`src/rtl/irqfe_pkg.sv`:
```
package irqfe_pkg;
  localparam int unsigned IRQFE_SRC_N     = 7;
  localparam int unsigned IRQFE_SEL_W     = 4;
  localparam int unsigned IRQFE_FLAG_ADDR = 13;
  localparam int unsigned IRQFE_EN_ADDR   = 14;
endpackage

```
`src/rtl/irqfe_rst_sync.sv`:
```
module irqfe_rst_sync #(
  parameter int unsigned STAGES = 2
) (
  input  logic clk,
  input  logic rst_n_async,
  output logic rst_n_sync
);
  logic [STAGES-1:0] sync_q;

  generate
    if (STAGES == 1) begin : g_single
      always_ff @(posedge clk or negedge rst_n_async) begin
        if (!rst_n_async) sync_q <= '0;
        else              sync_q <= 1'b1;
      end
    end else begin : g_chain
      always_ff @(posedge clk or negedge rst_n_async) begin
        if (!rst_n_async) sync_q <= '0;
        else              sync_q <= {sync_q[STAGES-2:0], 1'b1};
      end
    end
  endgenerate

  assign rst_n_sync = sync_q[STAGES-1];
endmodule

```
`src/rtl/irqfe_decode.sv`:
```
module irqfe_decode #(
  parameter int unsigned SEL_W     = 4,
  parameter int unsigned FLAG_ADDR = 13,
  parameter int unsigned EN_ADDR   = 14
) (
  input  logic             cs,
  input  logic             we,
  input  logic [SEL_W-1:0] reg_sel,
  output logic             flag_hit,
  output logic             en_hit,
  output logic             flag_wr,
  output logic             en_wr
);
  localparam logic [SEL_W-1:0] FLAG_SEL = SEL_W'(FLAG_ADDR);
  localparam logic [SEL_W-1:0] EN_SEL   = SEL_W'(EN_ADDR);

  always_comb begin
    flag_hit = cs && (reg_sel == FLAG_SEL);
    en_hit   = cs && (reg_sel == EN_SEL);
    flag_wr  = flag_hit && we;
    en_wr    = en_hit && we;
  end
endmodule

```
`src/rtl/irqfe_flag_reg.sv`:
```
module irqfe_flag_reg #(
  parameter int unsigned SRC_N = 7
) (
  input  logic             clk,
  input  logic             rst_n,
  input  logic [SRC_N-1:0] set_pulse,
  input  logic [SRC_N-1:0] hw_clr,
  input  logic             sw_wr,
  input  logic [SRC_N-1:0] sw_mask,
  output logic [SRC_N-1:0] flags_q
);
  logic [SRC_N-1:0] clr_all;
  logic [SRC_N-1:0] flags_d;
  logic             flags_ce;

  always_comb begin
    clr_all  = hw_clr | (sw_wr ? sw_mask : '0);
    flags_d  = (flags_q & ~clr_all) | set_pulse;
    flags_ce = (|set_pulse) || (|clr_all);
  end

  always_ff @(posedge clk or negedge rst_n) begin
    if (!rst_n)        flags_q <= '0;
    else if (flags_ce) flags_q <= flags_d;
  end

  genvar gi;
  generate
    for (gi = 0; gi < SRC_N; gi++) begin : g_chk

      flag_set_chk: assert property (@(posedge clk) disable iff (!rst_n)
        set_pulse[gi] |=> flags_q[gi]);

      flag_clear_chk: assert property (@(posedge clk) disable iff (!rst_n)
        ((hw_clr[gi] || (sw_wr && sw_mask[gi])) && !set_pulse[gi]) |=> !flags_q[gi]);
    end
  endgenerate


  flag_hold_chk: assert property (@(posedge clk) disable iff (!rst_n)
    (set_pulse == '0 && hw_clr == '0 && !sw_wr) |=> $stable(flags_q));
endmodule

```
`src/rtl/irqfe_enable_reg.sv`:
```
module irqfe_enable_reg #(
  parameter int unsigned SRC_N = 7
) (
  input  logic             clk,
  input  logic             rst_n,
  input  logic             wr,
  input  logic             polarity,
  input  logic [SRC_N-1:0] wmask,
  output logic [SRC_N-1:0] en_q
);
  logic [SRC_N-1:0] en_d;

  always_comb begin
    if (polarity) en_d = en_q | wmask;
    else          en_d = en_q & ~wmask;
  end

  always_ff @(posedge clk or negedge rst_n) begin
    if (!rst_n)  en_q <= '0;
    else if (wr) en_q <= en_d;
  end


  en_set_chk: assert property (@(posedge clk) disable iff (!rst_n)
    (wr && polarity) |=> ((en_q & $past(wmask)) == $past(wmask)));

  en_clear_chk: assert property (@(posedge clk) disable iff (!rst_n)
    (wr && !polarity) |=> ((en_q & $past(wmask)) == '0));

  en_hold_chk: assert property (@(posedge clk) disable iff (!rst_n)
    !wr |=> $stable(en_q));
endmodule

```
`src/rtl/irq_flag_enable.sv`:
```
module irq_flag_enable
  import irqfe_pkg::*;
#(
  parameter int unsigned SRC_N     = IRQFE_SRC_N,
  parameter int unsigned SEL_W     = IRQFE_SEL_W,
  parameter int unsigned FLAG_ADDR = IRQFE_FLAG_ADDR,
  parameter int unsigned EN_ADDR   = IRQFE_EN_ADDR
) (
  input  logic             clk,
  input  logic             rst_n,
  input  logic             cs,
  input  logic             we,
  input  logic [SEL_W-1:0] reg_sel,
  input  logic [SRC_N:0]   wdata,
  output logic [SRC_N:0]   rdata,
  input  logic [SRC_N-1:0] set_evt,
  input  logic [SRC_N-1:0] clr_evt,
  output logic             irq_n
);
  localparam int unsigned DATA_W = SRC_N + 1;

  logic             rst_sync_n;
  logic             flag_hit, en_hit, flag_wr, en_wr;
  logic [SRC_N-1:0] flags_q, en_q, active;

  irqfe_rst_sync #(.STAGES(2)) u_rst (
    .clk(clk), .rst_n_async(rst_n), .rst_n_sync(rst_sync_n)
  );

  irqfe_decode #(.SEL_W(SEL_W), .FLAG_ADDR(FLAG_ADDR), .EN_ADDR(EN_ADDR)) u_dec (
    .cs(cs), .we(we), .reg_sel(reg_sel),
    .flag_hit(flag_hit), .en_hit(en_hit), .flag_wr(flag_wr), .en_wr(en_wr)
  );

  irqfe_flag_reg #(.SRC_N(SRC_N)) u_flags (
    .clk(clk), .rst_n(rst_sync_n), .set_pulse(set_evt), .hw_clr(clr_evt),
    .sw_wr(flag_wr), .sw_mask(wdata[SRC_N-1:0]), .flags_q(flags_q)
  );

  irqfe_enable_reg #(.SRC_N(SRC_N)) u_en (
    .clk(clk), .rst_n(rst_sync_n), .wr(en_wr), .polarity(wdata[SRC_N]),
    .wmask(wdata[SRC_N-1:0]), .en_q(en_q)
  );

  always_comb begin
    active = flags_q & en_q;
    irq_n  = ~(|active);
    if (flag_hit)    rdata = {|active, flags_q};
    else if (en_hit) rdata = {1'b1, en_q};
    else             rdata = '0;
  end


  reset_quiet_chk: assert property (@(posedge clk)
    !rst_sync_n |-> irq_n);

  summary_match_chk: assert property (@(posedge clk) disable iff (!rst_sync_n)
    flag_hit |-> (rdata[DATA_W-1] == !irq_n));

  en_top_bit_chk: assert property (@(posedge clk) disable iff (!rst_sync_n)
    en_hit |-> rdata[DATA_W-1]);

  idle_bus_chk: assert property (@(posedge clk) disable iff (!rst_sync_n)
    !cs |-> (rdata == '0));
endmodule

```
`config.mk`:
```
export PLATFORM = sky130hd
export DESIGN_NAME = irq_flag_enable
export DESIGN_NICKNAME = d
export VERILOG_FILES = /design/src/rtl/irqfe_pkg.sv /design/src/rtl/irqfe_rst_sync.sv /design/src/rtl/irqfe_decode.sv /design/src/rtl/irqfe_flag_reg.sv /design/src/rtl/irqfe_enable_reg.sv /design/src/rtl/irq_flag_enable.sv
export SDC_FILE = /design/constraint.sdc
export NUM_CORES = 1
export LEC_CHECK = 0
export BUFFER_PORTS_ARGS = -buffer_cell sky130_fd_sc_hd__buf_2
export CORE_UTILIZATION = 48
export CTS_BUF_LIST = sky130_fd_sc_hd__clkbuf_2
export CTS_CLUSTER_DIAMETER = 150
export DETAILED_ROUTE_END_ITERATION = 6
export PLACE_DENSITY_LB_ADDON = 0.1
export SYNTH_ARGS = -nofsm -noshare
export SYNTH_HDL_FRONTEND = slang
export SYNTH_SLANG_ARGS = --single-unit
```
`constraint.sdc`:
```
create_clock -name clk -period 1.27 [get_ports clk]
set_input_delay 0.1905 -clock clk [delete_from_list [all_inputs] [get_ports clk]]
set_output_delay 0.1905 -clock clk [all_outputs]
set_load 0.03 [all_outputs]
```
==> results of run 1 <==
-- metal layers --
metal  track usage, %  share of wire (%)  vias up
li1                 -                  -      396
met1            31.38                 41      413
met2            40.59                 52       40
met3            5.306                4.2        9
met4            10.91                2.3        0
met5                0                  0        -
-- through the flow --
stage | setup slack [ns] | utilization [%]
after floorplan | 0.01251 | -
after global placement | -0.3383 | 72.84
after detailed placement | -0.3864 | 72.84
after CTS | -0.5690 | 81.71
after global routing | -0.6966 | 83.36
final | -0.5711 | 83.36
-- cells by family after synthesis --
family | Yosys count | share of synthesized area, %
AOI/OAI and AO/OA | 18 | 18.00
DFF | 16 | 46.44
muxes | 7 | 10.45
and+or+nand+nor | 21 | 14.95
other | 1 | 0.4350
buffers and inverters | 14 | 9.724
-- placed cells by master (no fill, tap or decap), drive strengths merged --
| cell | count |
|---|---|
| a222oi | 1 |
| clkinv | 1 |
| inv | 8 |
| a22oi | 2 |
| mux2 | 7 |
| conb | 1 |
| and4 | 1 |
| a21o | 1 |
| clkbuf | 3 |
| nor2b | 4 |
| a22o | 7 |
| dfrtp | 16 |
| a31o | 7 |
| nand3 | 16 |
| dlygate4sd3 | 1 |
| buf | 57 |
-- repair_timing --
action | 4_1_cts | 5_1_grt
pin swaps | 3 | 4
cloned | 0 | 0
endpoints found under the setup margin | 9 | 9
resized for setup | 29 | 5
setup buffers | 3 | 5
hold buffers | 1 | 0
hold endpoints to repair | 2 | 0
-- layout make-up --
type | count | area (um^2)
repair buffers | 58 | 449.2
flip-flops and latches | 16 | 400.4
multi-input cells | 47 | 400.4
fillers | 99 | 265.3
inverters | 8 | 30.03
well taps | 24 | 30.03
clock buffers | 3 | 15.01
clock inverters | 1 | 3.754
-- how the worst max path moves through the flow --
stage,cells past startpoint,end,slack (ns),startpoint
final,4,rdata[7],-0.57,u_flags.flags_q[5]
after detailed placement,5,rdata[6],-0.39,reg_sel[0]
after floorplan,3,rdata[7],0.01,register
after global routing,4,rdata[7],-0.70,register
after CTS,4,rdata[7],-0.57,u_flags.flags_q[5]
after global placement,5,rdata[6],-0.34,reg_sel[1]
-- power by group --
part,internal (W),switching (W)
clock,0.0000684,0.000164
combinational,0.000212,0.000143
sequential,0.000557,0.0000416
==> impl_metrics.ini, run 1 <==
[floorplanning]
die_x_um = 44.38
io_pins = 39
die-area_mm2 = 0.001970
num_rows = 14
die_h_um = 44.38
core_area_mm2 = 0.001594
initial_utilization_pct = 54.08

[timing]
slew_headroom_pct = 60.65
fin_hold_ws_ns = 0.06861
slew_viol_final = 0
hold_violations = 0
fin_worst_skew_ns = 0.003331
worst_slack_ns = -0.5711
period_share_pct = 145.0
timing.final.crit_period_ns = 1.841
tightestPinTransition_ns = 0.5903
rsz0062_at_grt = true
setup_tns_ns = -1.851
final-setup-viol-count = 9
clock.fmax_mhz = 543.1

[layout]
final_layout_size_suffix_gt1_share_pct = 60.15
stdcell_count = 157
final_area_mm2 = 0.001329
num_antenna_cells = 0
synthToLayoutAreaGrowth_pct = 54.14
layout.nets = 164

[routing]
wl_per_cell_um = 14.04
vias_per_cell = 5.465
routed_wl_mm = 2.204
num_vias = 858
drt_iter0_markers = 27
route.detailed.drc = 0
drt-pass1-iter-count = 5
drtAntennaViolNets = 0

[worst_setup_path]
worstPathArrival_ns = 1.65
crit_path_max_fanout = 2
critical_path_required_ns = 1.08
end_kind = output port
r2r_cells = 3
cp_slowest_cell = dfrtp_1
cp_top_family = compound AO/OA/AOI/OAI gates
crit_type = register to output port
max_stage_delay_ns = 0.44
path_cells = a222oi_1 > nand3_1 > a21o_4 > buf_6
critPathLaunchType = register
r2r_slack_ns = 0.26
cp.buffers_inverters = 1

[place]
place_inst = 148
placed_cell_area_mm2 = 0.001161
place_congestion = 0.8274
dp_hpwl_mm = 1.528
io_buffers = 38

[hold_path]
worstHoldEndpoint = u_flags.flags_q[3]
hold_path_depth = 2
hp-class = input pin to register
holdCritStartpoint = set_evt[3]

[global_route]
grt_pass1_vias = 776
grt_overflow = 0
grt_pass1_wl_mm = 3.436
grt_max_degree = 15
grt_antenna_before_repair = 0
grt_use_total_pct = 24.72

[run]
drv_cap = 0

[clocking]
clock_sinks = 16
clk_latency_ns = 0.29
cts_made_buffers = 3
htree_levels = 1
clock_path_buffers = 2
cts_tree = done
root_buffer = clkbuf_2
cts.clk_slew.worst_paths_ns = 0.15

[yosys]
synth_commonest_cells = dfrtp_1 (16), nand3_1 (13), inv_1 (8), a22o_1 (7), a31o_2 (7)
synth.area.top_cells = dfrtp_1 (46%), nand3_1 (7.5%), a22o_1 (7.1%)
synth_edf_count = 0
postSynthAreaPerCell_um2 = 11.20
synthesis.nets = 107
synth_cell_type_count = 18
synth_top_area_share_pct = 46.44
ys_ff_latch = 16
synth_cells = 77
synthMostInstantiatedCell = dfrtp_1
syn-cell-area_um2 = 862.1
synthFlopType = dfrtp_1
async_flop_share_pct = 100.0
seq_area_frac_synth_pct = 46.44
yosysWarnings = 0
yosysTopAreaCell = dfrtp_1

[power]
leakagePower_nw = 0.6609
cellPowerDensity_mw_per_mm2 = 893.2
peakVddDrop_uv = 814.7
p_total_w = 0.001187

[status]
outcome = finished with violations
failed_checks = setup timing
Power figures use the tool's default switching activity.
==> inputs of run 2 (changes only) <==
--- a/config.mk
+++ b/config.mk
@@ -6,11 +6,12 @@
 export NUM_CORES = 1
 export LEC_CHECK = 0
 export BUFFER_PORTS_ARGS = -buffer_cell sky130_fd_sc_hd__buf_2
-export CORE_UTILIZATION = 48
+export CORE_UTILIZATION = 46
 export CTS_BUF_LIST = sky130_fd_sc_hd__clkbuf_2
 export CTS_CLUSTER_DIAMETER = 150
 export DETAILED_ROUTE_END_ITERATION = 6
 export PLACE_DENSITY_LB_ADDON = 0.1
 export SYNTH_ARGS = -nofsm -noshare
 export SYNTH_HDL_FRONTEND = slang
+export SYNTH_HIERARCHICAL = 1
 export SYNTH_SLANG_ARGS = --single-unit
==> constraint.sdc (replaced) <==
create_clock -name clk -period 1.27 [get_ports clk]
set_input_delay 0.1905 -clock clk [delete_from_list [all_inputs] [get_ports clk]]
set_output_delay 0.1905 -clock clk [all_outputs]
set_load 0.01 [all_outputs]
==> impl_metrics.ini, run 2 <==
[status]
failed_checks = DRC, setup timing
outcome = finished with violations

[worst_setup_path]
cp_slowest_cell = dfrtp_1
cp_top_family = flip-flops
r2r_cells = 2
critical_path_depth = 4
critical_path_required_ns = 1.08
crit_path_max_fanout = 2
worstPathArrival_ns = 1.46
cp.buffers_inverters = 1
critPathLaunchType = register
end_kind = output port
path_cells = a222oi_1 > and3_4 > a21oi_2 > buf_2
crit_type = register to output port
max_stage_delay_ns = 0.41

[clocking]
cts_tree = done
root_buffer = clkbuf_2
htree_levels = 1
clk_latency_ns = 0.28
clock_sinks = 16
cts.clk_slew.worst_paths_ns = 0.15
clock_path_buffers = 2
cts_made_buffers = 3

[place]
place_inst = 141
place_congestion = 0.7304
io_buffers = 38
dp_hpwl_mm = 1.503

[layout]
stdcell_count = 147
num_antenna_cells = 0
synthToLayoutAreaGrowth_pct = 48.81
layout.nets = 162
final_cell_mix = buf_2 (36), nand2_1 (17), dfrtp_1 (16)
fillers = 121
final_layout_size_suffix_gt1_share_pct = 46.56
layout_commonest_cell = buf_2

[yosys]
yosysTopAreaCell = dfrtp_1
synth_commonest_cells = nand2_1 (18), dfrtp_1 (16), a31o_1 (7), inv_1 (7), mux2_1 (7)
synth_top_area_share_pct = 50.71
synth_edf_count = 0
postSynthAreaPerCell_um2 = 9.994
syn-cell-area_um2 = 789.5
synth.area.top_cells = dfrtp_1 (51%), mux2_1 (10%), nand2_1 (8.6%)
synth_cell_type_count = 19
yosysWarnings = 6
synthesis.nets = 109
synthMostInstantiatedCell = nand2_1
async_flop_share_pct = 100.0
seq_area_frac_synth_pct = 50.71
synthFlopType = dfrtp_1
synth_cells = 79
ys_ff_latch = 16

[power]
peakVddDrop_uv = 762.6
leakagePower_nw = 0.6029
cellPowerDensity_mw_per_mm2 = 902.4

[hold_path]
hold_path_depth = 2
hp-class = input pin to register

[global_route]
grt_use_total_pct = 24.18
grt_antenna_before_repair = 0
grt_overflow = 0
grt_pass1_wl_mm = 3.291
grt_max_degree = 15
grt_pass1_vias = 771

[timing]
clock.fmax_mhz = 607.1
timing.final.crit_period_ns = 1.647
final-setup-viol-count = 8
fin_worst_skew_ns = 0.004504
tightestPinTransition_ns = 0.5770
slew_headroom_pct = 61.53
setup_tns_ns = -1.072
hold_violations = 0
period_share_pct = 129.7
worst_slack_ns = -0.3771
rsz0062_at_grt = true
fin_hold_ws_ns = 0.08149
slew_viol_final = 0

[floorplanning]
die_h_um = 43.43
io_pins = 39
core_area_mm2 = 0.001559
die-area_mm2 = 0.001886
initial_utilization_pct = 50.64
num_rows = 14
die_x_um = 43.43

[routing]
routed_wl_mm = 2.036
drtAntennaViolNets = 0
drt_iter0_markers = 19
wl_per_cell_um = 13.85
drt-pass1-iter-count = 6
num_vias = 765
route.detailed.drc = 6
vias_per_cell = 5.204

[run]
drv_cap = 0
run 2: changes by cell type after synthesis, moves of 2 or more:
cell | previous run | this run
mux2_2 | 4 | 0
buf_2 | 3 | 1
nand3_1 | 13 | 1
o21ai_0 | 0 | 2
mux2_1 | 0 | 7
nand2b_1 | 0 | 2
nor2_1 | 0 | 5
a31o_2 | 7 | 0
a22o_1 | 7 | 4
nor2b_1 | 4 | 0
nand2_1 | 0 | 18
mux2_4 | 3 | 0
nand3_2 | 3 | 0
a31o_1 | 0 | 7
run 2: worst paths after layout:
check | startpoint | to | slack (ns)
max in group asynchronous | u_rst/sync_q[1] | asynchronous set/reset pin | 0.65
setup reg to reg | register | register | 0.30
hold reg to reg | u_rst/sync_q[1] | u_flags/flags_q[2] | 0.24
min in group asynchronous | rst_n | u_rst/sync_q[1] | 0.19
setup / recovery | register | rdata[7] | -0.38
hold / removal | set_evt[5] | u_flags/flags_q[5] | 0.08
run 2: worst reg2reg max path, delay by kind of cell, from the launching register on:
kind,cells,cell delay (ns)
flip-flops,1,0.43
multiplexers,1,0.30
buffers and inverters,1,0.14
run 2: final cells by class:
type	count	area, um^2	share of cell area, %
Clock buffer	3	15.01	1.278
Sequential cell	16	400.4	34.08
Timing Repair Buffer	49	299.0	25.45
Tap cell	16	20.02	1.704
Clock inverter	1	3.754	0.3195
Multi-Input combinational cell	55	410.4	34.93
Inverter	7	26.28	2.236
run 2: logic make-up after synthesis:
logic type	count (synthesis)	synth area share, %
AND/OR/NAND/NOR	29	15.85
flip-flops	16	50.71
AO/OA/AOI/OAI	18	19.02
other	1	0.4750
buffers and inverters	8	3.962
multiplexers	7	9.985
run 2: timing repair:
action / in CTS / in global routing
setup buffers: 0 / 1
setup endpoints to repair: 9 / 9
hold buffers: 1 / 0
pin swaps: 5 / 4
resized for setup: 9 / 9
endpoints found under the hold margin: 2 / 0
run 2: power by group:
group          switching, W  internal (W)  total (W)
combinational     0.0000952      0.000140   0.000236
clock              0.000156     0.0000684   0.000225
sequential        0.0000427      0.000557   0.000600
run 2: layer usage:
| metal | track usage [%] | vias to the layer above | part of all wire (%) |
|---|---|---|---|
| li1 | - | 378 | - |
| met1 | 28.30 | 361 | 43 |
| met2 | 42.42 | 24 | 51 |
| met3 | 6.667 | 2 | 5.4 |
| met4 | 8.750 | 0 | 0.44 |
| met5 | 0 | - | 0 |
run 2: metrics by stage:
| stage | util [%] | area, um^2 | setup slack (ns) | power (W) |
|---|---|---|---|---|
| 6_report | 75.36 | 1175 | -0.3771 | 0.001060 |
| 3_5_place_dp | 68.14 | 1062 | -0.07996 | 0.0008071 |
| 2_1_floorplan | - | 789.5 | 0.08072 | 0.0006871 |
| 5_1_grt | 75.36 | 1175 | -0.4608 | 0.001118 |
| 3_3_place_gp | 68.14 | 1062 | -0.05059 | 0.0007952 |
| 4_1_cts | 72.31 | 1127 | -0.3827 | 0.001056 |
==> inputs of run 3 (changes only) <==
--- a/config.mk
+++ b/config.mk
@@ -5,12 +5,13 @@
 export SDC_FILE = /design/constraint.sdc
 export NUM_CORES = 1
 export LEC_CHECK = 0
-export BUFFER_PORTS_ARGS = -buffer_cell sky130_fd_sc_hd__buf_2
-export CORE_UTILIZATION = 46
+export CORE_UTILIZATION = 50
 export CTS_BUF_LIST = sky130_fd_sc_hd__clkbuf_2
 export CTS_CLUSTER_DIAMETER = 150
 export DETAILED_ROUTE_END_ITERATION = 6
+export DONT_BUFFER_PORTS = 1
 export PLACE_DENSITY_LB_ADDON = 0.1
+export RECOVER_POWER = 100
 export SYNTH_ARGS = -nofsm -noshare
 export SYNTH_HDL_FRONTEND = slang
 export SYNTH_HIERARCHICAL = 1
==> impl_metrics.ini, run 3 (synthesis gave the netlist of run 2 again) <==
[status]
outcome = finished with violations
failed_checks = setup timing

[hold_path]
holdCritStartpoint = wdata[7]
hold_path_depth = 1
hp-class = input pin to register

[place]
dp_hpwl_mm = 1.327
pre_cts_ws_ns = 0.006194
io_buffers = 0
place_congestion = 0.7629

[floorplanning]
die_x_um = 41.74
die-area_mm2 = 0.001742
initial_utilization_pct = 57.10
io_pins = 39
num_rows = 13
core_area_mm2 = 0.001383
die_h_um = 41.74

[worst_setup_path]
crit_path_max_fanout = 2
r2r_cells = 2
crit_type = register to output port
worstPathArrival_ns = 1.41
end_kind = output port
critPathLaunchType = register
r2r_slack_ns = 0.28
critical_path_required_ns = 1.08

[timing]
clock.fmax_mhz = 624.2
slew_viol_final = 0
rsz0062_at_grt = true
hold_violations = 0
worst_slack_ns = -0.3320
fin_hold_ws_ns = 0.02782
period_share_pct = 126.1
fin_worst_skew_ns = 0.002472
tightestPinTransition_ns = 0.5577
timing.final.crit_period_ns = 1.602
final-setup-viol-count = 3
slew_headroom_pct = 62.82

[global_route]
grt_max_degree = 15
grt_pass1_wl_mm = 2.967
grt_use_total_pct = 22.77
grt_overflow = 0
grt_pass1_vias = 669
grt_antenna_before_repair = 0

[routing]
num_vias = 690
vias_per_cell = 5.948
route.detailed.drc = 0
met2_length_um = 903
routed_wl_mm = 1.884
drt-pass1-iter-count = 4
drt_iter0_markers = 11
top_layer_used = met4
wl_met3_um = 122
wl_met1_um = 812
drtAntennaViolNets = 0
wl_per_cell_um = 16.24

[clocking]
cts_tree = done
clock_path_buffers = 2
cts_made_buffers = 3
clk_latency_ns = 0.28
clock_sinks = 16
htree_levels = 1
root_buffer = clkbuf_2
cts.clk_slew.worst_paths_ns = 0.15

[layout]
final_layout_size_suffix_gt1_share_pct = 16.83
synthToLayoutAreaGrowth_pct = 26.31
layout_commonest_cell = nand2_1
layout.nets = 132
num_antenna_cells = 0
final_cell_mix = nand2_1 (18), dfrtp_1 (16), dlygate4sd3_1 (9)

[run]
drv_cap = 0

[power]
leakagePower_nw = 0.4497
peakVddDrop_uv = 684.7
cellPowerDensity_mw_per_mm2 = 988.4
## run 3: changes by cell type in the layout (fill, tap and decap cells not counted), moves of 2 or more
cell | previous run | this run
buf_6 | 5 | 0
clkbuf_1 | 0 | 2
o21ai_1 | 2 | 0
nand2b_4 | 2 | 0
buf_2 | 36 | 0
nand2b_1 | 0 | 2
dlygate4sd3_1 | 1 | 9
nor2_1 | 3 | 5
o21ai_2 | 0 | 2
## run 3: layer usage
metal	GRT usage, %	up-vias
met5	0	-
met4	11.61	0
met3	5.217	6
met2	34.69	36
met1	30.23	328
li1	-	320
## run 3: how the worst max path moves through the flow
stage | startpoint | to | slack, ns
2_1_floorplan | u_flags/flags_q[2] | rdata[7] | 0.08
6_report | u_flags/flags_q[2] | rdata[7] | -0.33
5_1_grt | u_flags/flags_q[2] | rdata[7] | -0.41
3_5_place_dp | register | rdata[7] | 0.006
4_1_cts | u_flags/flags_q[2] | rdata[7] | -0.33
3_3_place_gp | register | rdata[7] | 0.03
## run 3: area by class of cell
class	count	area, um^2
flip-flops and latches	16	400.4
fillers	105	385.4
multi-input cells	55	377.9
repair buffers	19	155.1
inverters	7	26.28
well taps	15	18.77
clock buffers	3	15.01
clock inverters	1	3.754
## run 3: repair_timing
action / 4_1_cts / 5_1_grt
buffers inserted: 1 / 1
hold buffers: 7 / 2
hold endpoints to repair: 8 / 2
resized for setup: 4 / 3
setup endpoints to repair: 5 / 7
pin swaps: 1 / 1
## run 3: through the flow
| step | total power, W | cell area [um^2] | util, % | TNS [ns] | std cells |
|---|---|---|---|---|---|
| detailed placement | 0.0007234 | 863.3 | 62.44 | 0 | 101 |
| floorplan | 0.0006871 | 789.5 | - | 0 | 79 |
| CTS | 0.0009836 | 970.9 | 70.23 | -0.5959 | 113 |
| finish | 0.0009857 | 997.2 | 72.13 | -0.5995 | 116 |
| global placement | 0.0007148 | 863.3 | 62.44 | 0 | 101 |
| global route | 0.001030 | 997.2 | 72.13 | -0.8300 | 116 |
## run 3: worst max-delay path, stage by stage (launching register included)
cell and delay, ns:
dfrtp_1 0.42, a222oi_1 0.36, and3_4 0.27, a21oi_2 0.08
## run 3: power by group
group / total, W / internal (W) / switching (W)
clock network: 0.000225 / 0.0000684 / 0.000157
logic: 0.000157 / 0.0000911 / 0.0000657
registers: 0.000604 / 0.000557 / 0.0000464
